`src/rtl/efuse_pkg.sv`:
```
package efuse_pkg;
  localparam logic [5:0] A_GLB  = 6'h00;
  localparam logic [5:0] A_RDAT = 6'h04;
  localparam logic [5:0] A_WDAT = 6'h08;
  localparam logic [5:0] A_BIDX = 6'h0C;
  localparam logic [5:0] A_MODE = 6'h10;
  localparam logic [5:0] A_STAT = 6'h14;
  localparam logic [5:0] A_WTIM = 6'h20;
  localparam logic [5:0] A_RTIM = 6'h24;
  localparam logic [5:0] A_DEB  = 6'h28;

  localparam int unsigned MODE_RD  = 1;
  localparam int unsigned MODE_CLR = 2;

  localparam int unsigned ST_RBUSY = 1;
  localparam int unsigned ST_STBY  = 2;
  localparam int unsigned ST_DONE  = 4;
  localparam int unsigned ST_W     = 5;

  typedef enum logic [1:0] {S_OFF, S_STBY, S_BUSY, S_DONE} rd_state_e;
endpackage

```
`src/rtl/efuse_rom.sv`:
```
module efuse_rom #(
  parameter int unsigned NBLK  = 32,
  parameter int unsigned BLK_W = 16,
  parameter logic [BLK_W-1:0] SEED = 16'h5A3C,
  parameter int unsigned STEP  = 32'h1111,
  localparam int unsigned IDX_W = $clog2(NBLK)
) (
  input  logic [IDX_W-1:0] idx_i,
  output logic [BLK_W-1:0] data_o
);
  logic [BLK_W-1:0] rom [NBLK];

  for (genvar g = 0; g < NBLK; g++) begin : g_blk
    assign rom[g] = SEED ^ BLK_W'(g * STEP);
  end

  assign data_o = rom[idx_i];
endmodule

```
`src/rtl/efuse_rd_fsm.sv`:
```
module efuse_rd_fsm
  import efuse_pkg::*;
#(
  parameter int unsigned NBLK  = 32,
  parameter int unsigned TIM_W = 16,
  localparam int unsigned IDX_W = $clog2(NBLK)
) (
  input  logic             clk_i,
  input  logic             rst_ni,
  input  logic             en_i,
  input  logic             start_i,
  input  logic             clr_i,
  input  logic [IDX_W-1:0] bidx_i,
  input  logic [TIM_W-1:0] cycles_i,
  output logic [IDX_W-1:0] rd_idx_o,
  output logic             cap_o,
  output logic [ST_W-1:0]  status_o
);
  rd_state_e        state_q;
  logic [TIM_W-1:0] cnt_q;
  logic [IDX_W-1:0] idx_q;

  always_ff @(posedge clk_i or negedge rst_ni) begin
    if (!rst_ni) begin
      state_q <= S_OFF;
      cnt_q   <= '0;
      idx_q   <= '0;
    end else if (!en_i) begin
      state_q <= S_OFF;
    end else begin
      case (state_q)
        S_OFF:  state_q <= S_STBY;
        S_STBY: if (start_i) begin
          state_q <= S_BUSY;
          cnt_q   <= cycles_i;
          idx_q   <= bidx_i;
        end
        S_BUSY: begin
          if (cnt_q == TIM_W'(1)) state_q <= S_DONE;
          else                    cnt_q   <= cnt_q - TIM_W'(1);
        end
        S_DONE: if (clr_i) state_q <= S_STBY;
        default: state_q <= S_OFF;
      endcase
    end
  end

  assign cap_o    = en_i && (state_q == S_BUSY) && (cnt_q == TIM_W'(1));
  assign rd_idx_o = idx_q;

  always_comb begin
    status_o           = '0;
    status_o[ST_STBY]  = (state_q == S_STBY);
    status_o[ST_RBUSY] = (state_q == S_BUSY);
    status_o[ST_DONE]  = (state_q == S_DONE);
  end


  a_r7_disable_off: assert property (@(posedge clk_i) disable iff (!rst_ni)
    !en_i |=> state_q == S_OFF);

  a_r5_done_sticky: assert property (@(posedge clk_i) disable iff (!rst_ni)
    (en_i && state_q == S_DONE && !clr_i) |=> state_q == S_DONE);

  a_r6_busy_keeps_idx: assert property (@(posedge clk_i) disable iff (!rst_ni)
    (en_i && state_q == S_BUSY && cnt_q != TIM_W'(1)) |=> (state_q == S_BUSY && $stable(idx_q)));

  a_r9_clr_early_lost: assert property (@(posedge clk_i) disable iff (!rst_ni)
    (en_i && state_q == S_BUSY && clr_i) |=> state_q != S_STBY);

  a_r3_flags_excl: assert property (@(posedge clk_i) disable iff (!rst_ni)
    $onehot0(status_o));

  a_r8_cnt_nonzero: assert property (@(posedge clk_i) disable iff (!rst_ni)
    state_q == S_BUSY |-> cnt_q != '0);
endmodule

```
`src/rtl/efuse_regs.sv`:
```
module efuse_regs
  import efuse_pkg::*;
#(
  parameter int unsigned NBLK   = 32,
  parameter int unsigned BLK_W  = 16,
  parameter int unsigned TIM_W  = 16,
  parameter int unsigned DATA_W = 32,
  parameter int unsigned ADDR_W = 6,
  localparam int unsigned IDX_W = $clog2(NBLK)
) (
  input  logic              clk_i,
  input  logic              rst_ni,
  input  logic              req_i,
  input  logic              we_i,
  input  logic [ADDR_W-1:0] addr_i,
  input  logic [DATA_W-1:0] wdata_i,
  output logic [DATA_W-1:0] rdata_o,
  input  logic [ST_W-1:0]   status_i,
  input  logic              cap_i,
  input  logic [BLK_W-1:0]  cap_data_i,
  output logic              start_o,
  output logic              clr_o,
  output logic [IDX_W-1:0]  bidx_o,
  output logic [TIM_W-1:0]  cycles_o
);
  logic [DATA_W-1:0] glb_q, wdat_q, deb_q, data_q;
  logic [TIM_W-1:0]  wtim_q, rtim_q;
  logic [IDX_W-1:0]  bidx_q;
  logic              wr, mode_wr;

  assign wr      = req_i && we_i;
  assign mode_wr = wr && (addr_i == ADDR_W'(A_MODE));

  always_ff @(posedge clk_i or negedge rst_ni) begin
    if (!rst_ni) begin
      glb_q  <= '0;
      wdat_q <= '0;
      deb_q  <= '0;
      wtim_q <= '0;
      rtim_q <= TIM_W'(1);
      bidx_q <= '0;
    end else if (wr) begin
      case (addr_i)
        ADDR_W'(A_GLB):  glb_q  <= wdata_i;
        ADDR_W'(A_WDAT): wdat_q <= wdata_i;
        ADDR_W'(A_DEB):  deb_q  <= wdata_i;
        ADDR_W'(A_WTIM): wtim_q <= wdata_i[TIM_W-1:0];
        ADDR_W'(A_RTIM): rtim_q <= wdata_i[TIM_W-1:0];
        ADDR_W'(A_BIDX): bidx_q <= wdata_i[IDX_W-1:0];
        default: ;
      endcase
    end
  end

  always_ff @(posedge clk_i or negedge rst_ni) begin
    if (!rst_ni)    data_q <= '0;
    else if (cap_i) data_q <= DATA_W'(cap_data_i);
  end

  assign start_o  = mode_wr && wdata_i[MODE_RD];
  assign clr_o    = mode_wr && wdata_i[MODE_CLR];
  assign bidx_o   = bidx_q;
  assign cycles_o = (rtim_q == '0) ? TIM_W'(1) : rtim_q;

  always_comb begin
    rdata_o = '0;
    if (req_i && !we_i) begin
      case (addr_i)
        ADDR_W'(A_GLB):  rdata_o = glb_q;
        ADDR_W'(A_RDAT): rdata_o = data_q;
        ADDR_W'(A_WDAT): rdata_o = wdat_q;
        ADDR_W'(A_BIDX): rdata_o = DATA_W'(bidx_q);
        ADDR_W'(A_STAT): rdata_o = DATA_W'(status_i);
        ADDR_W'(A_WTIM): rdata_o = DATA_W'(wtim_q);
        ADDR_W'(A_RTIM): rdata_o = DATA_W'(rtim_q);
        ADDR_W'(A_DEB):  rdata_o = deb_q;
        default:         rdata_o = '0;
      endcase
    end
  end


  a_r11_data_hold: assert property (@(posedge clk_i) disable iff (!rst_ni)
    !cap_i |=> $stable(data_q));

  a_r4_cap_loads: assert property (@(posedge clk_i) disable iff (!rst_ni)
    cap_i |=> data_q == DATA_W'($past(cap_data_i)));
endmodule

```
`src/rtl/efuse_rd_ctrl.sv`:
```
module efuse_rd_ctrl
  import efuse_pkg::*;
#(
  parameter int unsigned NBLK   = 32,
  parameter int unsigned BLK_W  = 16,
  parameter int unsigned TIM_W  = 16,
  parameter int unsigned DATA_W = 32,
  parameter int unsigned ADDR_W = 6
) (
  input  logic              clk_i,
  input  logic              rst_ni,
  input  logic              mod_en_i,
  input  logic              req_i,
  input  logic              we_i,
  input  logic [ADDR_W-1:0] addr_i,
  input  logic [DATA_W-1:0] wdata_i,
  output logic [DATA_W-1:0] rdata_o
);
  localparam int unsigned IDX_W = $clog2(NBLK);

  logic [ST_W-1:0]  status;
  logic             cap, start, clr;
  logic [IDX_W-1:0] bidx, rd_idx;
  logic [TIM_W-1:0] cycles;
  logic [BLK_W-1:0] rom_data;

  efuse_regs #(
    .NBLK(NBLK), .BLK_W(BLK_W), .TIM_W(TIM_W), .DATA_W(DATA_W), .ADDR_W(ADDR_W)
  ) u_regs (
    .clk_i, .rst_ni, .req_i, .we_i, .addr_i, .wdata_i, .rdata_o,
    .status_i(status), .cap_i(cap), .cap_data_i(rom_data),
    .start_o(start), .clr_o(clr), .bidx_o(bidx), .cycles_o(cycles)
  );

  efuse_rd_fsm #(.NBLK(NBLK), .TIM_W(TIM_W)) u_fsm (
    .clk_i, .rst_ni, .en_i(mod_en_i), .start_i(start), .clr_i(clr),
    .bidx_i(bidx), .cycles_i(cycles), .rd_idx_o(rd_idx), .cap_o(cap),
    .status_o(status)
  );

  efuse_rom #(.NBLK(NBLK), .BLK_W(BLK_W)) u_rom (
    .idx_i(rd_idx), .data_o(rom_data)
  );
endmodule

```
`config.mk`:
```
export PLATFORM = sky130hd
export DESIGN_NAME = efuse_rd_ctrl
export DESIGN_NICKNAME = d
export VERILOG_FILES = /design/src/rtl/efuse_pkg.sv /design/src/rtl/efuse_rom.sv /design/src/rtl/efuse_rd_fsm.sv /design/src/rtl/efuse_regs.sv /design/src/rtl/efuse_rd_ctrl.sv
export SDC_FILE = /design/constraint.sdc
export NUM_CORES = 1
export LEC_CHECK = 0
export BUFFER_PORTS_ARGS = -buffer_cell sky130_fd_sc_hd__buf_4
export CAP_MARGIN = 20
export CORE_AREA = 4 4 157 159
export DETAILED_ROUTE_END_ITERATION = 8
export DIE_AREA = 0 0 161 163
export PLACE_DENSITY_LB_ADDON = 0.25
export SYNTH_ARGS = -nofsm -noshare
export SYNTH_HDL_FRONTEND = slang
export SYNTH_SLANG_ARGS = --single-unit
```
`constraint.sdc`:
```
create_clock -name clk_i -period 4.05 [get_ports clk_i]
set_clock_uncertainty 0.15 [all_clocks]
set_input_delay 0.405 -clock clk_i [delete_from_list [all_inputs] [get_ports clk_i]]
set_output_delay 0.405 -clock clk_i [all_outputs]
set_load 0.01 [all_outputs]
```
**Yosys cells after proc, flatten, opt, wreduce, memory -nomap -nowiden**

Memories as Yosys holds them, arrays and structs flattened. A register that Yosys moved wholly into a read port is not among the register bits.
Index checks and enable logic that the tools add are counted.

- Register bits after elaboration: 156
- ROM bits: 512
- Input bits: 43
- Logic and storage cells: 62
- Memories: 1

Memory list:

| memory | depth | bits a word | rd ports | clocked after memory_dff | wr ports | line | RTL |
|---|---|---|---|---|---|---|---|
| (no name shown) | 32 | 16 | 1 | 1 | 0 | efuse_rom.sv:17 | `assign data_o = rom[idx_i];` |

- $add $sub $neg: 1
- Equality and inequality tests: 17
- Muxes and demuxes: 11
- Bitwise gates (word level): 1
- Reductions and logical operators: 22

Operators with widths:

| cell | count |
|---|---|
| $pmux 32 s8 | 1 |
| $mux 16 | 3 |
| $mux 32 | 1 |
| $pmux 16 s2 | 1 |
| $eq 6x6->1 const B | 3 |
| $eq 16x1->1 const B | 1 |
| $logic_not 16->1 | 1 |
| $sub 16x1->16 const B | 1 |
| $eq 6x4->1 const B | 2 |
| $eq 6x5->1 const B | 2 |
| $reduce_and 2->1 | 6 |
| $mux 2 | 4 |
| $pmux 2 s4 | 1 |
| $logic_and 1x1->1 | 7 |
| $eq 6x3->1 const B | 1 |
| $logic_not 6->1 | 1 |
| $ne 3x3->1 const B | 2 |
| $not 5->6 | 1 |
| $reduce_and 3->1 | 2 |
| $eq 2x2->1 const B | 2 |
| $ne 2x2->1 const B | 2 |
| $reduce_and 4->1 | 1 |
| $ne 3x2->1 const B | 1 |
| $eq 2x1->1 const B | 1 |
| 3 further kinds | 4 |

**Logic depth before layout (Yosys ltp)**

Gate-level depths: netlist (run 1).

- Depth after elaboration: 6
- Gate-level depth with buffers: 9

**Cells and area by module**

Synthesis (run 1) repeated with hierarchy kept, for this count alone.

- Cells, all modules: 732
- Area, all modules: 8923.6 um2

By module, submodules not included:

| module | instances | cells each | area each (um2) |
|---|---|---|---|
| efuse_regs | 1 | 535 | 7118.1 |
| efuse_rd_fsm | 1 | 166 | 1550.2 |
| efuse_rom | 1 | 31 | 255.2 |

**Worst setup path before layout (run 1)**

OpenSTA, ideal clock, no wires.

- Path kind: in2out
- Start point: input port addr_i[1]
- End point: output port rdata_o[5]
- Arrival time: 1.732 ns
- Data required time: 3.495 ns
- Setup slack: 1.763 ns
- Cell stages on the path: 6
- Cells stage by stage: nor4_4 -> and2_0 -> clkbuf_1 -> buf_1 -> a222oi_1 -> a21oi_1

- Word-level cells in the longest chain between the ends: 3
- Elaborated cells on any way between the ends: 10
- Classes of those cells: eq/ne: 7; mux: 2; reduce/logical: 1

Ends and longest elaborated chain:

| what | line | RTL |
|---|---|---|
| start: declaration | efuse_rd_ctrl.sv:15 | `input logic [ADDR_W-1:0] addr_i,` |
| $eq 6x6->1 (tied with other cells) | efuse_regs.sv:68 | `case (addr_i)` |
| $pmux 32 s8 * | efuse_regs.sv:68 |  |
| $mux 32 * | efuse_regs.sv:67 | `if (req_i && !we_i) begin` |
| end: declaration | efuse_rd_ctrl.sv:17 | `output logic [DATA_W-1:0] rdata_o` |

Mark *: on every way between the ends. The rest lies on a longest branch, timed or not.

**Worst setup path after layout (run 1)**

- Start point: register u_fsm.cnt_q[1]
- End point: register u_regs.data_q[9]

- Word-level cells in the longest chain between the ends: 2

Ends and longest elaborated chain:

| what | line | RTL |
|---|---|---|
| start: declaration | efuse_rd_fsm.sv:20 | `logic [TIM_W-1:0] cnt_q;` |
| start signal: assignment | efuse_rd_fsm.sv:35 | `cnt_q <= cycles_i;` |
| start signal: assignment | efuse_rd_fsm.sv:40 | `else cnt_q <= cnt_q - TIM_W'(1);` |
| $eq 16x1->1 | efuse_rd_fsm.sv:48 | `assign cap_o = en_i && (state_q == S_BUSY) && (cnt_q == TIM_W'(1));` |
| $logic_and 1x1->1 | efuse_rd_fsm.sv:48 |  |
| end: declaration | efuse_regs.sv:26 | `logic [DATA_W-1:0] glb_q, wdat_q, deb_q, data_q;` |

Every way passes these cells.
A chain may end at the register's enable or synchronous reset.

==> impl_metrics.toml, run 1 <==
[worst_setup_path]
max_stage_delay_ns = 0.82
worstPathMaxFanout = 6
worst_ep_arrival_time_ns = 3.22
startpoint_type = "flip-flop"
end_kind = "flip-flop"
critPathKind = "flip-flop to flip-flop"
cp_cell_sequence = "inv_1 > ha_1 > nor4b_1 > nand4_1 > nor3_1 > o211ai_1 > o21a_1"
worstPathRequired_ns = 4.21
slowest_stage = "nor3_1"

[timing]
rsz0062_at_grt = "false"
slew_viol_final = 0
finalHoldViolations = 0
timing.final.crit_period_ns = 3.056
worst_pin_slew_ns = 0.9170
slew_headroom = 0.3840
setup_tns_ns = 0
setup_viol_count_final = 0
fin_crit_sh = 0.7546
fmax_mhz = 327.2
holdWs_ns = 0.07797

[clocking]
clockRootBuffer = "clkbuf_16"
htreeDepth = 4
cts_buffers = 17
clk_latency_ns = 0.42
holdBufCountCts = 1
cts_setup_buffers = 0
clkTransAtPathRegs_ns = 0.06
cts_resized = 0
cts_tree = "built"
cts.sinks = 169
clockBufferDepth = 2

[cells_and_area]
syn2layout_area_growth_pct = 19.22
multi_input_area_sq_um = 3562
num-fill-cells = 2258
layout.cells.non_filler = 1056
diodes = 0
drive_gt1_frac = 0.3718
nNetsFinal = 778
regArea_sq_um = 4230

[logic_synthesis]
synth_area_leaders = "dfrtp_1, mux2_2, a222oi_1, a21oi_1, nand2_1"
synth_seq_cells = 169
syn_inst = 654
avgSynthCellArea_sq_um = 12.29
yosys.cell_types.count = 61
synth_nets = 707
ys_seq_area_frac = 0.5261
ys_warn_count = 0
synthArstFlopShare = 1.000
synth-edff-count = 0
ys_dominant_reg_cell = "dfrtp_1"
yosysTopAreaCell = "dfrtp_1"
synth_area_sq_um = 8040
synth.most_common_cell = "dfrtp_1"
yosys.area.top_type_share = 0.5229
synth_common_cells = "dfrtp_1, mux2_2, a222oi_1"

[pwr]
total_power_mw = 4.493
vdd_drop_max_v = 0.0002660
power_density_nw_per_um2 = 468.7
p_leak_nw = 4.392

[global_route]
antenna_found_initial = 0
overflow = 0
grt_pass1_wl_mm = 35.18
track_usage = 0.1716
grt_pass1_vias = 6022
grt_max_degree = 93

[die]
dieHeight_microns = 163
core_area_sq_um = 23260
die_area_sq_um = 26240
io_pins = 75
start_util = 0.3456
die_w_microns = 161
rows = 56

[routing]
drc_errors = 0
first_iter_violations = 616
wire_per_inst_microns = 20.84
vias_per_cell = 5.599
wl_mm = 22.01
dr.pass1.iters = 8
dr_total_vias = 5913
drtAntennaViolNets = 0

[run_status]
status = "finished clean"

[place]
place.gp.congestion = 0.8229
dp_cells = 1024
dp_hpwl_mm = 14.61
port_buffers = 74

[flow_run]
drv_cap = 0

[hold_path]
hp-class = "primary input to flip-flop"
-- path summary, 6_finish.rpt --
kind	slack (ns)	cells past startpoint	startpoint	to
max	0.99	7	u_fsm.cnt_q[1]$_DFFE_PN0P_	u_regs.data_q[9]$_DFFE_PN0P_
max in group asynchronous	2.27	3	rst_ni	u_regs.rtim_q[0]$_DFFE_PN1P_
min	0.08	2	wdata_i[16]	u_regs.glb_q[16]$_DFFE_PN0P_
max reg2reg	0.99	7	u_fsm.cnt_q[1]$_DFFE_PN0P_	u_regs.data_q[9]$_DFFE_PN0P_
min reg2reg	0.34	1	u_regs.wdat_q[3]$_DFFE_PN0P_	u_regs.wdat_q[3]$_DFFE_PN0P_
min in group asynchronous	0.47	2	rst_ni	u_fsm.cnt_q[14]$_DFFE_PN0P_
-- sequential cells by signal, indices dropped and copies added (netlist names), 13 cells and up --
name / flops
u_fsm.cnt_q: 16
u_regs.data_q: 13
u_regs.deb_q: 32
u_regs.glb_q: 32
u_regs.rtim_q: 16
u_regs.wdat_q: 32
u_regs.wtim_q: 16
-- per-stage QoR --
step / setup slack (ns) / util / instance area [sq um]
6_report: 0.9937 / 0.4121 / 9585
5_1_grt: 0.8017 / 0.4121 / 9585
4_1_cts: 0.9785 / 0.4121 / 9585
3_5_place_dp: 0.9994 / 0.3847 / 8950
3_3_place_gp: 1.038 / 0.3847 / 8950
2_1_floorplan: 1.763 / - / 8040
-- logic make-up after synthesis --
family / after synthesis / synth area share
multiplexers: 144 / 0.2039
AO/OA/AOI/OAI: 140 / 0.1310
buffers and inverters: 56 / 0.03128
AND/OR/NAND/NOR: 134 / 0.09104
flip-flops: 169 / 0.5261
XOR/XNOR: 1 / 0.001090
adder cells (fa/ha/maj): 10 / 0.01556
-- per-layer routing --
layer | part of all wire | global-route usage | vias up
met3 | 0.053 | 0.03619 | 11
met4 | 0.0075 | 0.03645 | 0
met2 | 0.49 | 0.2799 | 200
met5 | 0 | 0 | -
met1 | 0.45 | 0.2382 | 3071
li1 | - | - | 2631
-- where the power goes --
group	leakage, nW	internal, mW	total, mW	switching (mW)
sequential	2.28	1.88	2.07	0.187
combinational	1.80	0.311	0.692	0.382
clock	0.312	1.07	1.73	0.669
-- cells in the final DEF (no fill, tap or decap), types with 10 or more instances in the layout --
cell         n
buf_4       93
a21oi_1     30
ha_1        10
a31oi_1     10
nor2_1      36
clkbuf_16   17
mux2_2     134
o21ai_0     17
a222oi_1    43
inv_1       13
dfrtp_1    168
nand2_1     37
-- layout make-up --
type,instances,area share
Inverter,13,0.005091
Clock inverter,11,0.01762
Clock buffer,20,0.04764
Timing Repair Buffer,95,0.07506
Multi-Input combinational cell,429,0.3716
Sequential cell,169,0.4413
Tap cell,319,0.04164
-- critical path: cells and delay by family, from the launching register on --
family	cells	cell delay, ns
AND/OR/NAND/NOR	3	1.60
AO/OA/AOI/OAI	2	0.49
flip-flops	1	0.42
adder cells (fa/ha/maj)	1	0.18
buffers and inverters	1	0.12
No activity file was read; power rests on OpenSTA's default activity.
==> run 2: changes to the inputs <==
clock period = 2.7 ns   (was 4.05 ns; I/O delays follow)
==> run 2 against run 1 <==
- sequential share of layout area fell by 1.9 points
- global-route usage rose by 0.37 points
- routed wire length rose by 1.9%
- utilization rose by 1.9 points
- clock power rose by 49%
- critical endpoint is now rdata_o[1]
- cell count rose by 3.3%
- design area rose by 4.6%
- combinational power rose by 62%
- die area did not move
- hold slack got worse by 0.062 ns
- non-clock buffer count rose by 34
==> impl_metrics.toml, run 2 (synthesis results as in run 1) <==
[timing]
worst_pin_slew_ns = 0.6203
postLayoutSetupSlackWorst_ns = 0.1851
slew_viol_final = 0
fin_crit_sh = 0.9314
timing.final.crit_period_ns = 2.515
setup_tns_ns = 0
fmax_mhz = 397.6
finalHoldViolations = 0
setup_viol_count_final = 0
slew_headroom = 0.5865
rsz0062_at_grt = "false"

[worst_setup_path]
reg2reg_slack_ns = 0.31
r2r.worst_path.cells = 7
worst_ep_arrival_time_ns = 2.09
end_kind = "primary output"
r2r_start = "u_fsm.cnt_q[1]$_DFFE_PN0P_"
setup.worst_path.end = "rdata_o[1]"
worstPathRequired_ns = 2.28
worstPathMaxFanout = 35
startpoint_type = "flip-flop"
crit_path_start = "u_fsm.state_q[0]$_DFFE_PN0P_"
reg2reg_to = "u_regs.data_q[2]$_DFFE_PN0P_"
critPathKind = "flip-flop to primary output"

[clocking]
clk_latency_ns = 0.43
cts_buffers = 17
clockBufferDepth = 2
clockRootBuffer = "clkbuf_16"
clkTransAtPathRegs_ns = 0.07
htreeDepth = 4
cts.sinks = 169
cts_tree = "built"

[routing]
dr.pass1.iters = 5
drtAntennaViolNets = 0
wire_per_inst_microns = 20.57
drc_errors = 0
dr_total_vias = 6091
first_iter_violations = 532
wl_mm = 22.44
vias_per_cell = 5.583

[cells_and_area]
syn2layout_area_growth_pct = 24.68
diodes = 0
layout.cells.non_filler = 1091
final_common_cell = "dfrtp_1"
final_cell_mix = "dfrtp_1, mux2_2, buf_4, a222oi_1, nand2_1"
top_regs = "u_regs.deb_q (32), u_regs.glb_q (32), u_regs.wdat_q (32)"
num-fill-cells = 2202
nNetsFinal = 812
drive_gt1_frac = 0.3627

[pwr]
combinationalPowerShare = 0.164
vdd_drop_max_v = 0.0003883
power_density_nw_per_um2 = 679.2
switching_share = 0.3004
power_switching_mw = 2.045
pwr-share-clk = 0.379
total_power_mw = 6.808
p_leak_nw = 4.568
p_int_mw = 4.764
seqPwrFrac = 0.456

[global_route]
grt_pass1_wl_mm = 36.01
grt_pass1_vias = 6559
antenna_found_initial = 0
grt_max_degree = 62
overflow = 0
track_usage = 0.1754

[place]
post-place-ws_ns = 0.2566
place.gp.congestion = 0.9380
port_buffers = 74
dp_hpwl_mm = 14.97
dp_cells = 1028

[die]
rows = 56
core_area_sq_um = 23260
die_w_microns = 161
dieHeight_microns = 163
start_util = 0.3456
die_area_sq_um = 26240
io_pins = 75

[flow_run]
drv_cap = 0

[hold_path]
hp-class = "primary input to flip-flop"
hold_depth = 2

[run_status]
status = "finished clean"
run 2: final cells by class:
class | count | area (sq um) | area share
clock buffers | 17 | 425.4 | 0.04244
clock inverters | 15 | 196.4 | 0.01960
well taps | 319 | 399.1 | 0.03982
multi-input cells | 429 | 3562 | 0.3553
flip-flops and latches | 169 | 4230 | 0.4220
repair buffers | 129 | 1162 | 0.1160
inverters | 13 | 48.80 | 0.004868
run 2: how the worst min path moves through the flow:
stage	end	startpoint
after floorplan	u_fsm.cnt_q[0]$_DFFE_PN0P_	rst_ni
after global placement	u_regs.deb_q[5]$_DFFE_PN0P_	rst_ni
after detailed placement	u_regs.wtim_q[5]$_DFFE_PN0P_	rst_ni
after CTS	u_fsm.state_q[1]$_DFFE_PN0P_	mod_en_i
after global routing	u_regs.wdat_q[2]$_DFFE_PN0P_	wdata_i[2]
final	u_regs.wtim_q[2]$_DFFE_PN0P_	wdata_i[2]
run 2: power by group through the flow:
stage	clock network, mW	registers, mW	logic, mW
after detailed placement	0	3.14	1.08
after global routing	2.74	3.14	1.24
final	2.58	3.11	1.12
after CTS	2.63	3.09	1.12
after global placement	0	3.12	1.03
after floorplan	0	3.05	0.738
run 2: per-layer routing:
layer,vias up,wire (microns),global-route usage
met3,48,1335,0.04050
met5,-,0,0
met2,209,10990,0.2897
li1,2715,-,-
met4,0,653,0.07367
met1,3119,9462,0.2228
run 2: what timing repair did:
action / CTS / global route
hold endpoints to repair: 178 / 0
setup buffers: 0 / 0
hold buffers: 31 / 0
gates resized for setup: 0 / 0
run 2: stage by stage:
step                hold slack (ns)    util  instance area [sq um]
CTS                        0.007677  0.4309                  10020
floorplan                   -0.1756       -                   8040
global route                0.02072  0.4309                  10020
global placement             0.1443  0.3909                   9092
detailed placement           0.1520  0.3909                   9092
finish                      0.01605  0.4309                  10020
run 2: critical path, stage by stage (launching register included):
cell and delay (ns):
dfrtp_1 0.44, inv_1 0.08, ha_1 0.17, buf_4 0.36, a32oi_1 0.16, a31oi_1 0.27, buf_4 0.17
